### config.mk
export PLATFORM = sky130hd
export DESIGN_NAME = aux_retry_ctrl
export DESIGN_NICKNAME = d
export VERILOG_FILES = /design/src/rtl/aux_retry_pkg.sv /design/src/rtl/aux_reply_classify.sv /design/src/rtl/aux_defer_timer.sv /design/src/rtl/aux_attempt_budget.sv /design/src/rtl/aux_retry_ctrl.sv
export SDC_FILE = /design/constraint.sdc
export NUM_CORES = 1
export LEC_CHECK = 0
export ABC_AREA = 1
export CORE_AREA = 2 2 102 104
export CTS_CLUSTER_SIZE = 14
export DETAILED_ROUTE_END_ITERATION = 8
export DIE_AREA = 0 0 104 106
export GPL_TIMING_DRIVEN = 0
export PLACE_DENSITY = 0.48
export REMOVE_ABC_BUFFERS = 1
export SETUP_SLACK_MARGIN = 0.05
export SLEW_MARGIN = 15
export SYNTH_ARGS = -nofsm -noshare
export SYNTH_HDL_FRONTEND = slang
export SYNTH_HIERARCHICAL = 1
export SYNTH_SLANG_ARGS = --single-unit
### constraint.sdc
create_clock -name clk_i -period 2.2 [get_ports clk_i]
set_clock_uncertainty 0.2 [all_clocks]
set_input_delay 0.22 -clock clk_i [delete_from_list [all_inputs] [get_ports clk_i]]
set_output_delay 0.22 -clock clk_i [all_outputs]
set_load 0.1 [all_outputs]
### src/rtl/aux_retry_pkg.sv
package aux_retry_pkg;

  typedef enum logic [2:0] {
    RES_OK        = 3'd0,
    RES_PROTO     = 3'd1,
    RES_IO        = 3'd2,
    RES_REMOTEIO  = 3'd3,
    RES_TRANSPORT = 3'd4
  } aux_res_e;

  typedef enum logic [1:0] {
    ACT_FINISH = 2'd0,
    ACT_RETRY  = 2'd1,
    ACT_DEFER  = 2'd2
  } aux_act_e;

  typedef enum logic [1:0] {
    ST_IDLE  = 2'd0,
    ST_SEND  = 2'd1,
    ST_RESP  = 2'd2,
    ST_DEFER = 2'd3
  } aux_st_e;

  // reply field coding, same for native [1:0] and I2C [3:2]
  localparam logic [1:0] RC_ACK   = 2'd0;
  localparam logic [1:0] RC_NACK  = 2'd1;
  localparam logic [1:0] RC_DEFER = 2'd2;

endpackage

### src/rtl/aux_reply_classify.sv
module aux_reply_classify
  import aux_retry_pkg::*;
#(
  parameter int SIZE_W              = 5,
  parameter int WAIT_W              = 9,
  parameter int NATIVE_DEFER_US     = 400,
  parameter int I2C_NATIVE_DEFER_US = 500,
  parameter int I2C_DEFER_US        = 400
) (
  input  logic              i2c_i,
  input  logic              busy_i,
  input  logic              err_i,
  input  logic [3:0]        reply_i,
  input  logic [SIZE_W-1:0] got_i,
  input  logic [SIZE_W-1:0] want_i,
  output aux_act_e          act_o,
  output aux_res_e          res_o,
  output logic [WAIT_W-1:0] wait_o
);

  logic [1:0] nat_rc, i2c_rc;
  logic       short_cnt;

  assign nat_rc    = reply_i[1:0];
  assign i2c_rc    = reply_i[3:2];
  assign short_cnt = got_i < want_i;

  always_comb begin
    act_o  = ACT_FINISH;
    res_o  = RES_REMOTEIO;
    wait_o = '0;
    if (busy_i) begin
      act_o = ACT_RETRY;
    end else if (err_i) begin
      res_o = RES_TRANSPORT;
    end else if (!i2c_i) begin
      unique case (nat_rc)
        RC_ACK:   res_o = short_cnt ? RES_PROTO : RES_OK;
        RC_NACK:  res_o = RES_IO;
        RC_DEFER: begin
          act_o  = ACT_DEFER;
          wait_o = WAIT_W'(NATIVE_DEFER_US);
        end
        default:  act_o = ACT_RETRY;  // unknown native code: plain retry
      endcase
    end else begin
      unique case (nat_rc)
        RC_ACK: begin
          unique case (i2c_rc)
            RC_ACK:   res_o = short_cnt ? RES_PROTO : RES_OK;
            RC_DEFER: begin
              act_o  = ACT_DEFER;
              wait_o = WAIT_W'(I2C_DEFER_US);
            end
            default:  res_o = RES_REMOTEIO;
          endcase
        end
        RC_DEFER: begin
          act_o  = ACT_DEFER;
          wait_o = WAIT_W'(I2C_NATIVE_DEFER_US);
        end
        default: res_o = RES_REMOTEIO;
      endcase
    end
  end

endmodule

### src/rtl/aux_defer_timer.sv
module aux_defer_timer #(
  parameter int WAIT_W = 9
) (
  input  logic              clk_i,
  input  logic              rst_ni,
  input  logic              load_i,
  input  logic [WAIT_W-1:0] len_i,
  input  logic              tick_i,
  output logic              expired_o
);

  logic [WAIT_W-1:0] cnt_q;

  always_ff @(posedge clk_i or negedge rst_ni) begin
    if (!rst_ni)                  cnt_q <= '0;
    else if (load_i)              cnt_q <= len_i;
    else if (tick_i && cnt_q != '0) cnt_q <= cnt_q - 1'b1;
  end

  assign expired_o = (cnt_q == '0);

endmodule

### src/rtl/aux_attempt_budget.sv
module aux_attempt_budget #(
  parameter int MAX_ATTEMPTS = 7
) (
  input  logic clk_i,
  input  logic rst_ni,
  input  logic clr_i,
  input  logic inc_i,
  output logic last_o
);

  localparam int CNT_W = $clog2(MAX_ATTEMPTS + 1);

  logic [CNT_W-1:0] cnt_q;

  always_ff @(posedge clk_i or negedge rst_ni) begin
    if (!rst_ni)     cnt_q <= '0;
    else if (clr_i)  cnt_q <= '0;
    else if (inc_i)  cnt_q <= cnt_q + 1'b1;
  end

  assign last_o = (cnt_q >= CNT_W'(MAX_ATTEMPTS));

endmodule

### src/rtl/aux_retry_ctrl.sv
module aux_retry_ctrl
  import aux_retry_pkg::*;
#(
  parameter int ADDR_W              = 20,
  parameter int SIZE_W              = 5,
  parameter int MAX_ATTEMPTS        = 7,
  parameter int NATIVE_DEFER_US     = 400,
  parameter int I2C_NATIVE_DEFER_US = 500,
  parameter int I2C_DEFER_US        = 400
) (
  input  logic              clk_i,
  input  logic              rst_ni,
  input  logic              tick_us_i,
  input  logic              req_start_i,
  input  logic              req_i2c_i,
  input  logic              req_write_i,
  input  logic [ADDR_W-1:0] req_addr_i,
  input  logic [SIZE_W-1:0] req_size_i,
  output logic              done_o,
  output logic [2:0]        result_o,
  output logic [SIZE_W-1:0] count_o,
  output logic              xfer_issue_o,
  output logic              xfer_i2c_o,
  output logic              xfer_write_o,
  output logic [ADDR_W-1:0] xfer_addr_o,
  output logic [SIZE_W-1:0] xfer_size_o,
  input  logic              xfer_done_i,
  input  logic              xfer_busy_i,
  input  logic              xfer_err_i,
  input  logic [3:0]        xfer_reply_i,
  input  logic [SIZE_W-1:0] xfer_count_i
);

  localparam int MAX_A    = (NATIVE_DEFER_US > I2C_DEFER_US) ? NATIVE_DEFER_US : I2C_DEFER_US;
  localparam int MAX_WAIT = (MAX_A > I2C_NATIVE_DEFER_US) ? MAX_A : I2C_NATIVE_DEFER_US;
  localparam int WAIT_W   = $clog2(MAX_WAIT + 1);

  aux_st_e           state_q, state_d;
  logic              i2c_q, write_q;
  logic [ADDR_W-1:0] addr_q;
  logic [SIZE_W-1:0] size_q;
  logic              done_q;
  aux_res_e          res_q;
  logic [SIZE_W-1:0] cnt_q;

  aux_act_e          act;
  aux_res_e          cls_res;
  logic [WAIT_W-1:0] wait_len;
  logic              att_last, tmr_expired, tmr_load;
  logic              accept, fin;
  aux_res_e          fin_res;
  logic [SIZE_W-1:0] fin_cnt;

  assign accept = (state_q == ST_IDLE) && req_start_i;

  aux_reply_classify #(
    .SIZE_W              (SIZE_W),
    .WAIT_W              (WAIT_W),
    .NATIVE_DEFER_US     (NATIVE_DEFER_US),
    .I2C_NATIVE_DEFER_US (I2C_NATIVE_DEFER_US),
    .I2C_DEFER_US        (I2C_DEFER_US)
  ) u_classify (
    .i2c_i   (i2c_q),
    .busy_i  (xfer_busy_i),
    .err_i   (xfer_err_i),
    .reply_i (xfer_reply_i),
    .got_i   (xfer_count_i),
    .want_i  (size_q),
    .act_o   (act),
    .res_o   (cls_res),
    .wait_o  (wait_len)
  );

  aux_defer_timer #(.WAIT_W(WAIT_W)) u_timer (
    .clk_i     (clk_i),
    .rst_ni    (rst_ni),
    .load_i    (tmr_load),
    .len_i     (wait_len),
    .tick_i    (tick_us_i),
    .expired_o (tmr_expired)
  );

  aux_attempt_budget #(.MAX_ATTEMPTS(MAX_ATTEMPTS)) u_budget (
    .clk_i  (clk_i),
    .rst_ni (rst_ni),
    .clr_i  (accept),
    .inc_i  (state_q == ST_SEND),
    .last_o (att_last)
  );

  always_comb begin
    state_d  = state_q;
    fin      = 1'b0;
    fin_res  = cls_res;
    fin_cnt  = '0;
    tmr_load = 1'b0;
    unique case (state_q)
      ST_IDLE:  if (req_start_i) state_d = ST_SEND;
      ST_SEND:  state_d = ST_RESP;
      ST_RESP: begin
        if (xfer_done_i) begin
          if (act == ACT_FINISH) begin
            fin     = 1'b1;
            fin_cnt = (cls_res == RES_OK) ? xfer_count_i : '0;
            state_d = ST_IDLE;
          end else if (att_last) begin
            // budget spent: a pending defer is not waited out
            fin     = 1'b1;
            fin_res = i2c_q ? RES_REMOTEIO : RES_IO;
            state_d = ST_IDLE;
          end else if (act == ACT_RETRY) begin
            state_d = ST_SEND;
          end else begin
            tmr_load = 1'b1;
            state_d  = ST_DEFER;
          end
        end
      end
      ST_DEFER: if (tmr_expired) state_d = ST_SEND;
      default:  state_d = ST_IDLE;
    endcase
  end

  always_ff @(posedge clk_i or negedge rst_ni) begin
    if (!rst_ni) begin
      state_q <= ST_IDLE;
      i2c_q   <= 1'b0;
      write_q <= 1'b0;
      addr_q  <= '0;
      size_q  <= '0;
      done_q  <= 1'b0;
      res_q   <= RES_OK;
      cnt_q   <= '0;
    end else begin
      state_q <= state_d;
      done_q  <= fin;
      if (accept) begin
        i2c_q   <= req_i2c_i;
        write_q <= req_write_i;
        addr_q  <= req_addr_i;
        size_q  <= req_size_i;
      end
      if (fin) begin
        res_q <= fin_res;
        cnt_q <= fin_cnt;
      end
    end
  end

  assign done_o       = done_q;
  assign result_o     = res_q;
  assign count_o      = cnt_q;
  assign xfer_issue_o = (state_q == ST_SEND);
  assign xfer_i2c_o   = i2c_q;
  assign xfer_write_o = write_q;
  assign xfer_addr_o  = addr_q;
  assign xfer_size_o  = size_q;

endmodule

* Yosys cells after proc, flatten, opt, wreduce, memory -nomap -nowiden
Cells that the tools add are included.
** Word-level totals
- Bits in registers :: 50
- Latch bits :: 0
- RAM bits :: 0
- Bits in read-only memories :: 0
- Bits of input ports :: 43
- Output and inout bits :: 37
- Memories :: 0
** Cells by class
- Add/subtract/negate cells :: 2
- Multipliers :: 0
- Div/mod/pow operators :: 0
- $lt $le $gt $ge :: 2
- Equal/unequal tests :: 10
- Shift operators :: 0
- Multiplexer cells :: 48
- Bitwise gates (word level) :: 0
- Reduce and logical (&&, ||, !) cells :: 13
** Operators with widths (count)
- two-way mux 9 bit :: 7
- two-way mux 3 bit :: 11
- two-way mux 2 bit :: 10
- two-way mux 5 bit :: 4
- case mux 9 bit (2 select lines) :: 1
- two-way mux 1 bit :: 11
- logical NOT 9 bit :: 1
- nonzero test 9 bit :: 1
- subtractor 9 x 1 -> 9 bit (second input constant) :: 1
- == test 2 bit (second input constant) :: 4
- logical NOT 2 bit :: 4
- case mux 2 bit (2 select lines) :: 2
- case mux 2 bit (4 select lines) :: 1
- == test 2 x 1 -> 1 bit (second input constant) :: 3
- inequality test 2 bit (second input constant) :: 3
- case mux 3 bit (2 select lines) :: 1
- < comparator 5 bit :: 1
- nonzero test 2 bit :: 2
- adder 3 x 1 -> 3 bit (second input constant) :: 1
- greater-or-equal comparator 3 bit (second input constant) :: 1
- logical NOT 3 bit :: 1
- AND reduction 3 bit :: 1
- logical AND 1 bit :: 2
- OR reduction 2 bit :: 1

* Depth between registers and ports, before layout
Gate-level depths: netlist of the first run.
- Word-level depth :: 13
- Gate-level depth with buffers :: 14
- Mapped depth without buffers :: 14

* Cells and area by module
Netlist of the first run, hierarchy kept.
** By module, submodules not included
- aux_retry_ctrl :: times used 1, cells an instance 190, area each 1627.8 µm²
- aux_defer_timer :: times used 1, cells an instance 99, area each 659.4 µm²
- aux_reply_classify :: times used 1, cells an instance 54, area each 282.8 µm²
- aux_attempt_budget :: times used 1, cells an instance 19, area each 162.7 µm²

* Worst setup path after synthesis of the first run
OpenSTA, ideal clock, no wires.
- Path type :: register -> register
- Start :: register i2c_q (netlist: xfer_i2c_o)
- End :: register u_timer.cnt_q[4]
- Library setup time :: 0.065 ns
- Arrival time :: 2.401 ns
- Data required time :: 1.935 ns
- Slack :: -0.466 ns
- Cell stages (with the launch flop) :: 10
- Path buffers :: 1
- Path through :: dfrtp_1 -> nand3_1 -> o21ai_0 -> nand3b_1 -> nor2_1 -> clkinv_1 -> nand2_2 -> buf_6 -> nand2_1 -> nand2_1
** Between the ends
- Longest elaborated chain between the ends :: 10
** Ends and longest elaborated chain
- start: declaration :: RTL line aux_retry_ctrl.sv:39 : logic i2c_q, write_q;
- start signal: assignment :: RTL line aux_retry_ctrl.sv:138 : i2c_q <= req_i2c_i;
- two-way mux 2 bit (*) :: RTL line aux_reply_classify.sv:36 : end else if (!i2c_i) begin
- two-way mux 2 bit (*) :: RTL line aux_reply_classify.sv:34 : end else if (err_i) begin
- two-way mux 2 bit (*) :: RTL line aux_reply_classify.sv:32 : if (busy_i) begin
- named net act[1] :: RTL line aux_retry_ctrl.sv:46 : aux_act_e act;
- == test 2 x 1 -> 1 bit :: RTL line aux_retry_ctrl.sv:111 : end else if (act == ACT_RETRY) begin
- two-way mux 1 bit :: RTL line aux_retry_ctrl.sv:111
- two-way mux 1 bit :: RTL line aux_retry_ctrl.sv:106 : end else if (att_last) begin
- two-way mux 1 bit (*) :: RTL line aux_retry_ctrl.sv:102 : if (act == ACT_FINISH) begin
- two-way mux 1 bit (*) :: RTL line aux_retry_ctrl.sv:101 : if (xfer_done_i) begin
- two-way mux 1 bit (*) :: RTL line aux_retry_ctrl.sv:97 : unique case (state_q)
- named net tmr_load :: RTL line aux_retry_ctrl.sv:49 : logic att_last, tmr_expired, tmr_load;
- two-way mux 9 bit or nonzero test 2 bit (tied branches)
- end signal: assignment :: RTL line aux_defer_timer.sv:16 : else if (load_i) cnt_q <= len_i;
- end signal: assignment :: RTL line aux_defer_timer.sv:17 : else if (tick_i && cnt_q != '0) cnt_q <= cnt_q - 1'b1;
- end: declaration :: RTL line aux_defer_timer.sv:12 : logic [WAIT_W-1:0] cnt_q;
The timed path passes the listed nets; every way through them passes the cells marked *.
A chain may end at the register's enable or synchronous reset.

* Worst setup path in the final report of the first run
- Start :: register u_budget.cnt_q[1]
- End :: register u_timer.cnt_q[1]
** Between the ends
- Longest elaborated chain between the ends :: 6
** Ends and longest elaborated chain
- start: declaration :: RTL line aux_attempt_budget.sv:13 : logic [CNT_W-1:0] cnt_q;
- start signal: assignment :: RTL line aux_attempt_budget.sv:18 : else if (inc_i) cnt_q <= cnt_q + 1'b1;
- greater-or-equal comparator 3 bit (*) :: RTL line aux_attempt_budget.sv:21 : assign last_o = (cnt_q >= CNT_W'(MAX_ATTEMPTS));
- named net att_last :: RTL line aux_retry_ctrl.sv:49
- two-way mux 1 bit (*) :: RTL line aux_retry_ctrl.sv:106
- two-way mux 1 bit (*) :: RTL line aux_retry_ctrl.sv:102
- two-way mux 1 bit (*) :: RTL line aux_retry_ctrl.sv:101
- two-way mux 1 bit (*) :: RTL line aux_retry_ctrl.sv:97
- named net tmr_load :: RTL line aux_retry_ctrl.sv:49
- two-way mux 9 bit or nonzero test 2 bit (tied branches)
Marked as above.

==> impl_metrics.yaml, run 1 <==
status:
  status: "completed"
sta:
  fmax_mhz: 481.8
  finalSetupViolations: 0
  relSlewSlack_pct: 33.90
  rsz0062_at_grt: "true"
  timing_hold_violations_final: 0
  fin_crit_ps: 2076
  slew_violations: 0
  period_share_pct: 94.35
  worst_pin_slew_ps: 995.5
  tns_ps: 0
die:
  dieArea_um2: 11020
  die_w_um: 104
  ios: 80
  rows: 37
  initial_utilization_pct: 27.33
  coreArea_um2: 10000
  fp.dieH_um: 106
clock_tree:
  cts_buffers: 5
  clockBufferDepth: 2
  cts.sinks: 50
  clkTransAtPathRegs_ps: 100
  clk_latency_ps: 300
  htree_levels: 2
  cts_tree: "done"
  root_buffer: "clkbuf_8"
final_layout:
  utilization_pct: 38.54
  finalNetCount: 507
  drive_gt1_share_pct: 13.22
  antenna-diode-count: 0
  fin_area_um2: 3854
  instances_no_fill: 590
  fillers: 1074
  syn2layout_area_growth_pct: 41.03
pwr:
  leakage_nw: 2.023
  pwr_density_cell_nw_per_um2: 1576
  ir_drop_uv: 846.4
synth:
  async_flop_share_pct: 100.0
  synth_adder_area_share_pct: 5.037
  synth_top_family_by_area: "simple AND/OR/NAND/NOR gates"
  synth_edf_count: 0
  syn_area_per_cell_um2: 7.549
  synth_compound_area_share_pct: 6.319
  yosysWarnings: 6
  synthCells: 362
  synth.distinct_cells: 27
  yosys.area_share.simple_pct: 33.24
  yosys-mux-area-fraction_pct: 0
  synth_xor_area_share_pct: 0.3205
  ys_seq_area_share_pct: 45.79
  syn-cell-area_um2: 2733
  ys_ff_latch: 50
  synth_ff_type: "dfrtp_1"
global_route:
  gr-total-overflow: 0
  antenna_found_initial: 0
  grt_pass1_wl_um: 11630
  grt_pass1_vias: 2426
  globalRouteTotalUtil_pct: 13.05
  grt_start_max_net_pins: 51
detailed_routing:
  viasPerCell: 4.161
  drcViolationCount: 0
  vias: 2455
  antenna_left: 0
  wirelength_um: 7112
  drt_iter0_drc: 107
  first_pass_iters: 6
  wl_per_cell_um: 12.05
worst_setup_path:
  cp-start-kind: "flip-flop"
  path_class: "flip-flop to flip-flop"
  end_kind: "flip-flop"
  worst-path-max-fanout: 10
  worst_ep_required_time_ps: 2200
  reg2reg_depth: 9
  crit_arrival_ps: 2070
place:
  place_area_um2: 3583
  port_buffers: 79
  dp_hpwl_um: 4803
  placedCellCount: 563
  place.gp.congestion: 0.7530
flow_run:
  maxCapViolations: 0
min_path:
  hold_path.class: "primary input to flip-flop"
  worstHoldPathCells: 3
[layer usage]
layer,global-route usage [%],part of all wire [%],vias up
met4,2.896,0.42,0
met1,16.62,46,1107
met3,5.763,9.3,2
li1,-,-,1277
met5,0,0,-
met2,20.49,44,69
[power breakdown]
| part | total (mW) | switching, mW | internal [mW] |
|---|---|---|---|
| combinational | 3.91 | 3.04 | 0.868 |
| sequential | 1.56 | 0.269 | 1.29 |
| clock | 0.599 | 0.339 | 0.260 |
[synth_stat cells, types with 2 or more instances]
cell type | instances | share of area (%)
nand2_2 | 11 | 2.5
nor2_1 | 22 | 3.0
inv_1 | 35 | 4.8
o21ai_0 | 9 | 1.6
ha_1 | 11 | 5.0
buf_6 | 2 | 0.82
nand3_1 | 19 | 3.5
clkbuf_1 | 2 | 0.27
dfrtp_1 | 50 | 46
buf_4 | 10 | 2.7
o21ai_1 | 6 | 1.1
o21bai_1 | 2 | 0.55
buf_2 | 2 | 0.37
a21oi_1 | 3 | 0.55
nor2_2 | 5 | 1.1
nand2_1 | 157 | 22
o21ai_2 | 6 | 1.9
[registers in the layout, indices dropped and copies added, names as in the netlist]
register / count
xfer_i2c_o: 1
xfer_addr_o: 20
result_o: 3
done_o: 1
state_q: 2
u_timer/cnt_q: 9
xfer_write_o: 1
u_budget/cnt_q: 3
count_o: 5
xfer_size_o: 5
[repair_timing]
action	CTS	global route
pin swaps	2	5
hold buffers	1	0
gates resized for setup	52	13
gates cloned	2	0
endpoints found under the setup margin	85	39
buffers inserted	10	7
hold endpoints to repair	50	0
[critical path, cell delays in order, from the launching register on]
cell,delay [ps]
dfrtp_1,410
ha_2,190
ha_1,170
o21bai_4,170
nand3b_1,210
nor2_4,180
buf_4,200
o21ai_0,110
nand2_2,80
o21ai_2,50
[per-stage QoR]
| stage | setup WS [ps] | total power [mW] | hold slack, ps |
|---|---|---|---|
| 3_5_place_dp | -1644 | 5.587 | 110.3 |
| 2_1_floorplan | -979.3 | 4.614 | -275.6 |
| 4_1_cts | 40.54 | 6.087 | 225.6 |
| 6_report | 124.3 | 6.075 | 235.7 |
| 3_3_place_gp | -1604 | 5.574 | 261.0 |
| 5_1_grt | 31.03 | 6.509 | 221.5 |
[area by class of cell]
type                       count  area [um^2]  share of cell area, %
timing repair buffer          96        883.3                  22.92
timing repair inverter         2        13.76                 0.3571
clock inverter                 2        16.27                 0.4221
multi-input combinational    262         1292                  33.54
sequential                    50         1251                  32.47
inverter                      36        143.9                  3.734
tap                          136        170.2                  4.416
clock buffer                   6        82.58                  2.143
[layout by cell type, fill, tap and decap left out, types with 2 or more instances in the layout]
cell / n
a21oi_1: 3
conb_1: 3
nor2_2: 6
nand2_4: 2
ha_1: 10
clkdlybuf4s50_1: 40
dlygate4sd2_1: 35
o21ai_0: 8
o21ai_2: 6
nand2_1: 157
clkinvlp_4: 3
o21ai_1: 6
nand2_2: 9
nor2_4: 2
dfrtp_1: 50
clkbuf_8: 6
nand3_1: 19
buf_4: 15
inv_1: 34
nor2_1: 20
[worst paths after layout]
kind	slack, ps	start	to
min in group asynchronous	290	rst_ni	u_timer/cnt_q[8]$_DFFE_PN0P_
worst min-delay path	240	req_addr_i[16]	xfer_addr_o[16]$_DFFE_PN0P_
worst max register to register	120	u_budget/cnt_q[1]$_DFFE_PN0P_	u_timer/cnt_q[1]$_DFFE_PN0P_
worst max-delay path	120	u_budget/cnt_q[1]$_DFFE_PN0P_	u_timer/cnt_q[1]$_DFFE_PN0P_
worst min register to register	280	xfer_addr_o[17]$_DFFE_PN0P_	xfer_addr_o[17]$_DFFE_PN0P_
max in group asynchronous	1070	rst_ni	count_o[4]$_DFFE_PN0P_
[logic make-up (layout without fill, tap and decap cells)]
logic type                 Yosys count  in the layout
AOI/OAI and AO/OA                   28             28
other                                1              3
DFF                                 50             50
buffers and inverters               52            142
adders and majority gates           11             11
and+or+nand+nor                    219            219
xor gates and xnor gates             1              1
Power figures use the tool's default switching activity.
==> run 2: changes to the inputs <==
Settings changed: CTS_BUF_LIST set to sky130_fd_sc_hd__clkbuf_8, CTS_CLUSTER_SIZE 14 to 24.
==> results of run 2 <==
The final DEF is identical to that of run 1; final timing and power are the same.
==> run 3: changes to the inputs <==
Settings changed: CTS_CLUSTER_DIAMETER set to 30.
==> results of run 3 <==
The final DEF is identical to that of run 1; final timing and power are the same.
